--- src/rtl/apb_led_pkg.sv ---
package apb_led_pkg;
  localparam int DATA_W = 32;
  localparam int ADDR_W = 32;
  localparam int DEC_W  = 8;

  localparam logic [DEC_W-1:0] OFS_LED    = 8'h00;
  localparam logic [DEC_W-1:0] OFS_SCRATCH = 8'h04;
  localparam logic [DEC_W-1:0] OFS_SWITCH = 8'h08;

  typedef enum logic [1:0] {
    TGT_NONE    = 2'd0,
    TGT_LED     = 2'd1,
    TGT_SCRATCH = 2'd2,
    TGT_SWITCH  = 2'd3
  } target_e;
endpackage

--- src/rtl/apbled_decode.sv ---
module apbled_decode
  import apb_led_pkg::*;
#(
  parameter int DW = DEC_W
) (
  input  logic [DW-1:0] ofs,
  output target_e       tgt
);
  always_comb begin
    if (ofs == OFS_LED[DW-1:0])          tgt = TGT_LED;
    else if (ofs == OFS_SCRATCH[DW-1:0]) tgt = TGT_SCRATCH;
    else if (ofs == OFS_SWITCH[DW-1:0])  tgt = TGT_SWITCH;
    else                                 tgt = TGT_NONE;
  end
endmodule

--- src/rtl/apbled_regs.sv ---
module apbled_regs
  import apb_led_pkg::*;
#(
  parameter int W = DATA_W
) (
  input  logic         clk,
  input  logic         rst_n,
  input  logic         wr_fire,
  input  target_e      tgt,
  input  logic [W-1:0] wdata,
  output logic [W-1:0] led_reg,
  output logic [W-1:0] scr_reg
);
  always_ff @(posedge clk or negedge rst_n) begin
    if (!rst_n) begin
      led_reg <= '0;
      scr_reg <= '0;
    end else if (wr_fire) begin
      if (tgt == TGT_LED)     led_reg <= wdata;
      if (tgt == TGT_SCRATCH) scr_reg <= wdata;
    end
  end

  // no write strobe, no register change
  p_hold_regs_r4: assert property (@(posedge clk) disable iff (!rst_n)
    !wr_fire |=> ($stable(led_reg) && $stable(scr_reg)));

  // scratch write leaves LED register alone
  p_scratch_isolated_r3: assert property (@(posedge clk) disable iff (!rst_n)
    (wr_fire && tgt == TGT_SCRATCH) |=> (scr_reg == $past(wdata) && $stable(led_reg)));
endmodule

--- src/rtl/apbled_rdmux.sv ---
module apbled_rdmux
  import apb_led_pkg::*;
#(
  parameter int W = DATA_W
) (
  input  logic         clk,
  input  logic         rst_n,
  input  logic         cap,
  input  logic         hold,
  input  target_e      tgt,
  input  logic [W-1:0] led_reg,
  input  logic [W-1:0] scr_reg,
  input  logic         sw,
  output logic [W-1:0] rdata
);
  logic [W-1:0] sel_data;

  always_comb begin
    unique case (tgt)
      TGT_LED:     sel_data = led_reg;
      TGT_SCRATCH: sel_data = scr_reg;
      TGT_SWITCH:  sel_data = {{(W-1){1'b0}}, sw};
      default:     sel_data = '0;
    endcase
  end

  always_ff @(posedge clk or negedge rst_n) begin
    if (!rst_n)   rdata <= '0;
    else if (cap) rdata <= sel_data;
  end

  // read data does not move across the access edge
  p_rdata_steady_r10: assert property (@(posedge clk) disable iff (!rst_n)
    hold |=> $stable(rdata));

  // switch read is zero-extended level
  p_switch_read_r6: assert property (@(posedge clk) disable iff (!rst_n)
    (cap && tgt == TGT_SWITCH) |=> (rdata == {{(W-1){1'b0}}, $past(sw)}));
endmodule

--- src/rtl/apb_led_switch_port.sv ---
module apb_led_switch_port
  import apb_led_pkg::*;
#(
  parameter int AW = ADDR_W,
  parameter int DW = DATA_W,
  parameter int OW = DEC_W
) (
  input  logic          clk,
  input  logic          rst_n,
  input  logic          bus_sel,
  input  logic          bus_en,
  input  logic          bus_wr,
  input  logic [AW-1:0] bus_addr,
  input  logic [DW-1:0] bus_wdata,
  output logic [DW-1:0] bus_rdata,
  output logic          bus_rdy,
  output logic          bus_err,
  input  logic          switch_i,
  output logic          led_o
);
  target_e       tgt;
  logic          wr_fire;
  logic          rd_cap;
  logic          acc_hold;
  logic [DW-1:0] led_reg;
  logic [DW-1:0] scr_reg;
  logic          unused_addr_hi;

  assign unused_addr_hi = ^bus_addr[AW-1:OW];

  assign wr_fire  = bus_sel & bus_en & bus_wr;
  assign rd_cap   = bus_sel & ~bus_en & ~bus_wr;
  assign acc_hold = bus_sel & bus_en;

  apbled_decode #(.DW(OW)) u_dec (
    .ofs (bus_addr[OW-1:0]),
    .tgt (tgt)
  );

  apbled_regs #(.W(DW)) u_regs (
    .clk     (clk),
    .rst_n   (rst_n),
    .wr_fire (wr_fire),
    .tgt     (tgt),
    .wdata   (bus_wdata),
    .led_reg (led_reg),
    .scr_reg (scr_reg)
  );

  apbled_rdmux #(.W(DW)) u_rd (
    .clk     (clk),
    .rst_n   (rst_n),
    .cap     (rd_cap),
    .hold    (acc_hold),
    .tgt     (tgt),
    .led_reg (led_reg),
    .scr_reg (scr_reg),
    .sw      (switch_i),
    .rdata   (bus_rdata)
  );

  assign led_o   = led_reg[0];
  assign bus_rdy = 1'b1;
  assign bus_err = 1'b0;

  // never stalls, never errors
  p_no_wait_no_err_r9: assert property (@(posedge clk) disable iff (!rst_n)
    bus_rdy && !bus_err);

  // LED follows bit 0 of data written to offset 0x00
  p_led_follows_r5: assert property (@(posedge clk) disable iff (!rst_n)
    (wr_fire && bus_addr[OW-1:0] == OFS_LED[OW-1:0]) |=> (led_o == $past(bus_wdata[0])));
endmodule

--- config.mk ---
export PLATFORM = sky130hd
export DESIGN_NAME = apb_led_switch_port
export DESIGN_NICKNAME = d
export VERILOG_FILES = /design/src/rtl/apb_led_pkg.sv /design/src/rtl/apbled_decode.sv /design/src/rtl/apbled_regs.sv /design/src/rtl/apbled_rdmux.sv /design/src/rtl/apb_led_switch_port.sv
export SDC_FILE = /design/constraint.sdc
export NUM_CORES = 1
export LEC_CHECK = 0
export BUFFER_PORTS_ARGS = -buffer_cell sky130_fd_sc_hd__buf_2
export CORE_AREA = 2 2 89 125
export CTS_CLUSTER_SIZE = 14
export DETAILED_ROUTE_END_ITERATION = 7
export DIE_AREA = 0 0 91 127
export GPL_ROUTABILITY_DRIVEN = 0
export HOLD_SLACK_MARGIN = 0.08
export PLACE_DENSITY = 0.69
export REMOVE_ABC_BUFFERS = 1
export SYNTH_ARGS = -nofsm -noshare
export SYNTH_HDL_FRONTEND = slang
export SYNTH_SLANG_ARGS = --single-unit
export TNS_END_PERCENT = 100
--- constraint.sdc ---
create_clock -name clk -period 1.1 [get_ports clk]
set_clock_uncertainty 0.1 [all_clocks]
set_input_delay 0 -clock clk [delete_from_list [all_inputs] [get_ports clk]]
set_output_delay 0 -clock clk [all_outputs]
set_load 0.03 [all_outputs]
# == After elaboration in Yosys (flattened, before gate mapping) ==
# Cells that the tools add are included.
# word_totals
register_bits,96
out_inout_bits,35
elab_cells,21
# op_classes
eq_ne,5
mux,4
bitwise_logic,6
reduce_logical,3
# op_table
operator,n
one-hot mux 32 bit (3 select lines),1
== test 8 x 3 -> 1 bit (second input constant),1
== test 8 x 4 -> 1 bit (second input constant),1
zero test 8 bit,1
2-to-1 mux 2 bit,3
AND 1 bit,4
== test 2 bit (second input constant),2
AND reduction 2 bit,2
== test 2 x 1 -> 1 bit (second input constant),1
inverter 1 bit,2

# == Depth between registers and ports, before layout ==
# depth
depth_word,6
depth_mapped,5

# == Hierarchy ==
# From an unflattened synthesis, not the netlist that was laid out.
# hier_totals
cells_unflattened,293
area_unflattened_um2,4509.3
# modules_own_cells
mod,instances,cells_each,area_per_inst_um2,seq_area_each_um2
apbled_regs,1,136,2655.0,1601.5
apbled_rdmux,1,146,1766.7,800.8
apb_led_switch_port,1,7,48.8,0.0
apbled_decode,1,4,38.8,0.0

# == Worst setup path before layout ==
# Ideal clock, no wire load.
# synth_timing
path_type,input -> register
start,in bus_addr[7]
end,reg u_regs.led_reg[10]
setup_time_ps,125
arrival_time_ps,1065
setup_slack_ps,-190
cell_stages,4
path_buffers,1
path_cell_list,nor4_4 > nand4b_2 > buf_6 > mux2_4
# synth_via
elab_chain_len,6
elab_cells_between_ends,8
# synth_lines
element,line,source
start: declaration,apb_led_switch_port.sv:13,"input logic [AW-1:0] bus_addr,"
== test 8 x 4 -> 1 bit,apbled_decode.sv:12,else if (ofs == OFS_SWITCH[DW-1:0]) tgt = TGT_SWITCH;
2-to-1 mux 2 bit,apbled_decode.sv:12,
2-to-1 mux 2 bit,apbled_decode.sv:11,else if (ofs == OFS_SCRATCH[DW-1:0]) tgt = TGT_SCRATCH;
2-to-1 mux 2 bit *,apbled_decode.sv:10,if (ofs == OFS_LED[DW-1:0]) tgt = TGT_LED;
== test 2 x 1 -> 1 bit *,apbled_regs.sv:19,if (tgt == TGT_LED) led_reg <= wdata;
AND reduction 2 bit (no line) *,n/a,
end signal: assignment,apbled_regs.sv:19,
end: declaration,apbled_regs.sv:11,"output logic [W-1:0] led_reg,"
# Mark *: on every way between the ends. The rest lies on a longest branch, timed or not.
# A chain may end at the register's enable or synchronous reset.

# == Final worst setup path ==
# layout_timing
start,in bus_addr[7]
end,reg u_regs.led_reg[26]
# The elaborated chain is that of the path after synthesis.

==> summary by stage <==
Place
Port buffering added just under 80 buffers. Once detailed placement completed, the half-perimeter wirelength came to roughly 6000 microns. The number of placed instances, taps included is 501.

Worst setup path
Along the worst path, the maximum fanout reaches 23. The slack of the worst reg-to-reg path is around 80 ps. Counting cells, the worst reg-to-reg path comes to 3. In this run the critical register-to-register path is captured at u_rd.rdata[0].

The worst setup path is captured at a flop. The critical path data required time is between 1000 and 1500 ps. The type of the worst setup path is in -> reg. STA puts the critical path data arrival time at around 1200 ps. The launch instance of the worst register-to-register path is u_regs.led_reg[0]. The worst setup path is launched from a primary input.

Timing
Setup violations remaining at the end of the flow were counted as 0. The tightest hold path in the finished design has a slack of -9.56 ps. The total negative slack is 0 ps.

The number of failing hold endpoints at the final stage is 15. Setup repair after global routing left no endpoint under its margin. Based on the critical path, the design can be clocked at up to approximately 0.95 GHz. The post-route fraction of the period consumed by the critical path is between 90% and 100%. The max-slew violation total from the final report is 0.

The clock period minus final worst setup slack is ~1100 ps.

Synthesis
Ranked by total cell area, the synthesized netlist is headed by dfrtp_1, mux2_4, mux2i_1. Of the post-synthesis cell area, the dominant cell type holds a little under three fifths. The biggest area contributor in the post-synthesis netlist is dfrtp_1. Synthesis instantiated 21 different standard cells from the library. The mean instance size in the synthesized netlist is between 10 and 15 sq um. The count of mapped cells out of synthesis is between 200 and 300. For this run, the number of Yosys warnings is 0. Summing every instance area after synthesis gives around 4300 sq um. The proportion of synthesized chip area in sequential cells is a little under three fifths. The register bit total from synthesis is 96.

Global routing
The global-route total usage across every layer is about 17%. The initial antenna violation count came to 0. The number of global-route vias before repair came to a little under 3000. Summed over all layers, the global routing overflow is 0.

The maximum number of pins on one net before global-route repair is between 40 and 50. The global-route wire length before repair is 15500 microns.

Layout
0 antenna diodes ended up in the layout. At the end of the flow the core is filled with cells to 54.4%. The area growth from synthesis to layout is 31.7%. The filler cell count is 879.

The proportion of layout cells with a drive suffix above 1 is 43.7%. The number of standard cells in the layout, taps in and fillers out is around 550. The total number of nets in the final design is 479.

Pwr
The clock network power share is around 45%. Per report_power, the sequential group accounts for between 40% and 50% of the total. The total power of the final layout is approximately 7.5 mW. In this run the static leakage power is about 3.0 nW. In this run the power spent charging and discharging nets is roughly 1.6 mW. The worst-case IR drop observed on VDD is 752 uV. The proportion of total power due to net switching is 21.1%.

The fraction of power consumed by combinational cells is around 7.0%. The internal portion of the total power is approximately 5.9 mW. Power spread over the standard cell area amounts to around 1300 nW/um^2.

Hold path
The min-delay analysis places its worst path in the category in -> async.

Outcome
The flow ran to the end, but the final reports show violations. The final reports fail on hold timing.

Floorplan
From bottom edge to top edge, the die measures roughly 130 microns. The initial cell density of the core is between 40% and 50%. The width of the die is slightly above 90 microns.

The top-level port count is around 110. The placeable core area is slightly above 10000 sq um. The die outline area is between 10000 and 15000 sq um. Row generation in the floorplan step produced 44 rows.

CTS
The cts-stage hold buffer count is 35. CTS placed an instance of clkbuf_16 at the clock tree root. The post-CTS clock slew at the launch and capture registers of the worst setup and hold paths is approximately 60 ps. The setup fix buffers added after clock tree synthesis is 0.

The TritonCTS clock tree is done. The later-pin clock latency in the skew report is 340 ps. The depth of the CTS H-tree is 3. The clock passes through at most 2 buffers.

The count of clock tree sinks is 96. The TritonCTS buffer count is 9.

Drt
In the final routed layout, each cell accounts on average for 16.7 microns. After detailed routing, the number of remaining DRC violations is 0. The number of antenna-violating nets in the routed design is 0. The aggregate routed wire length is between 9000 and 10000 microns. For this run, the detailed router's first-pass iteration total came to 4. The count of vias placed by the detailed router is 2694.

The number of DRC violations after detailed-routing iteration 0 is 117. The via density per instance is ~5.

Job
The max capacitance violation total is 0.
==> routing by layer <==
| metal | vias up | share of wire, % | track usage [%] |
|---|---|---|---|
| met3 | 18 | 3.6 | 3.66 |
| met1 | 1349 | 44 | 21.7 |
| met5 | - | 0 | 0 |
| met4 | 0 | 2.2 | 6.86 |
| met2 | 60 | 50 | 28.4 |
| li1 | 1267 | - | - |
==> metrics by stage <==
stage,setup WS [ps],instance area [sq um]
floorplan,-1010,4130
CTS,22.0,5610
detailed placement,-322,4940
finish,47.9,5630
global placement,-323,4940
global route,1.31,5630
==> worst max-delay path by stage <==
stage                            from                  to  slack [ps]
after global placement    bus_addr[7]  u_regs.scr_reg[18]        -320
after floorplan           bus_addr[7]  u_regs.led_reg[10]       -1010
final                     bus_addr[7]  u_regs.led_reg[26]          50
after detailed placement  bus_addr[7]  u_regs.led_reg[29]        -320
after global routing      bus_addr[7]  u_regs.scr_reg[26]           1
after CTS                 bus_addr[7]   u_regs.scr_reg[6]          20
==> cell families (layout without fill, tap and decap cells) <==
| family | Yosys count | after routing | share of synthesized area [%] |
|---|---|---|---|
| simple gates | 40 | 40 | 4.92 |
| flops | 96 | 96 | 56.2 |
| mux | 96 | 96 | 29.6 |
| compound gates | 33 | 33 | 5.76 |
| buf+inv | 22 | 147 | 3.36 |
| other cells | 2 | 2 | 0.176 |
==> cells in the final DEF, fill, tap and decap left out, types with 2 or more instances in the layout <==
| cell | n |
|---|---|
| buf_12 | 7 |
| buf_2 | 75 |
| buf_4 | 11 |
| buf_6 | 3 |
| bufinv_16 | 2 |
| clkbuf_16 | 9 |
| clkinv_2 | 2 |
| conb_1 | 2 |
| dfrtp_1 | 96 |
| dlygate4sd3_1 | 35 |
| mux2_2 | 4 |
| mux2_4 | 60 |
| mux2i_1 | 32 |
| nand2_1 | 32 |
| o31ai_1 | 31 |
==> timing repair <==
item / 4_1_cts / 5_1_grt
hold endpoints to repair: 162 / 19
setup endpoints to repair: 0 / 50
resized for setup: 0 / 6
==> power groups by stage <==
stage	Combinational, mW	Clock (mW)	Sequential, mW
after floorplan	0.127	0	3.65
after global placement	0.414	0	3.65
after detailed placement	0.425	0	3.65
after CTS	0.523	3.42	3.59
after global routing	0.566	3.55	3.59
final	0.519	3.36	3.59
==> cell usage after synthesis <==
cell type and instances:
a22o_1 1, and3_1 1, buf_2 7, buf_4 2, buf_6 6, clkbuf_1 7, conb_1 2, dfrtp_1 96
mux2_2 4, mux2_4 60, mux2i_1 32, nand2_1 32, nand3b_1 1, nand4_2 1, nand4b_2 1, nor3_2 1
nor4_4 1, nor4b_1 1, o21ai_0 1, o31ai_1 31, or3b_2 1
==> critical path, cell delays in order <==
cell and delay (ps):
buf_6 100, nor4_4 250, buf_4 180, nand4b_4 120, buf_12 200, mux2_4 310
==> area by class of cell <==
| cell class | count | area, sq um | share of cell area [%] |
|---|---|---|---|
| Clock buffer | 11 | 243 | 4.31 |
| Tap cell | 138 | 173 | 3.07 |
| Clock inverter | 5 | 78.8 | 1.40 |
| Sequential cell | 96 | 2400 | 42.6 |
| Multi-Input combinational cell | 171 | 1750 | 31.1 |
| Timing Repair Buffer | 131 | 982 | 17.4 |
(Power assumes the default switching activity.)
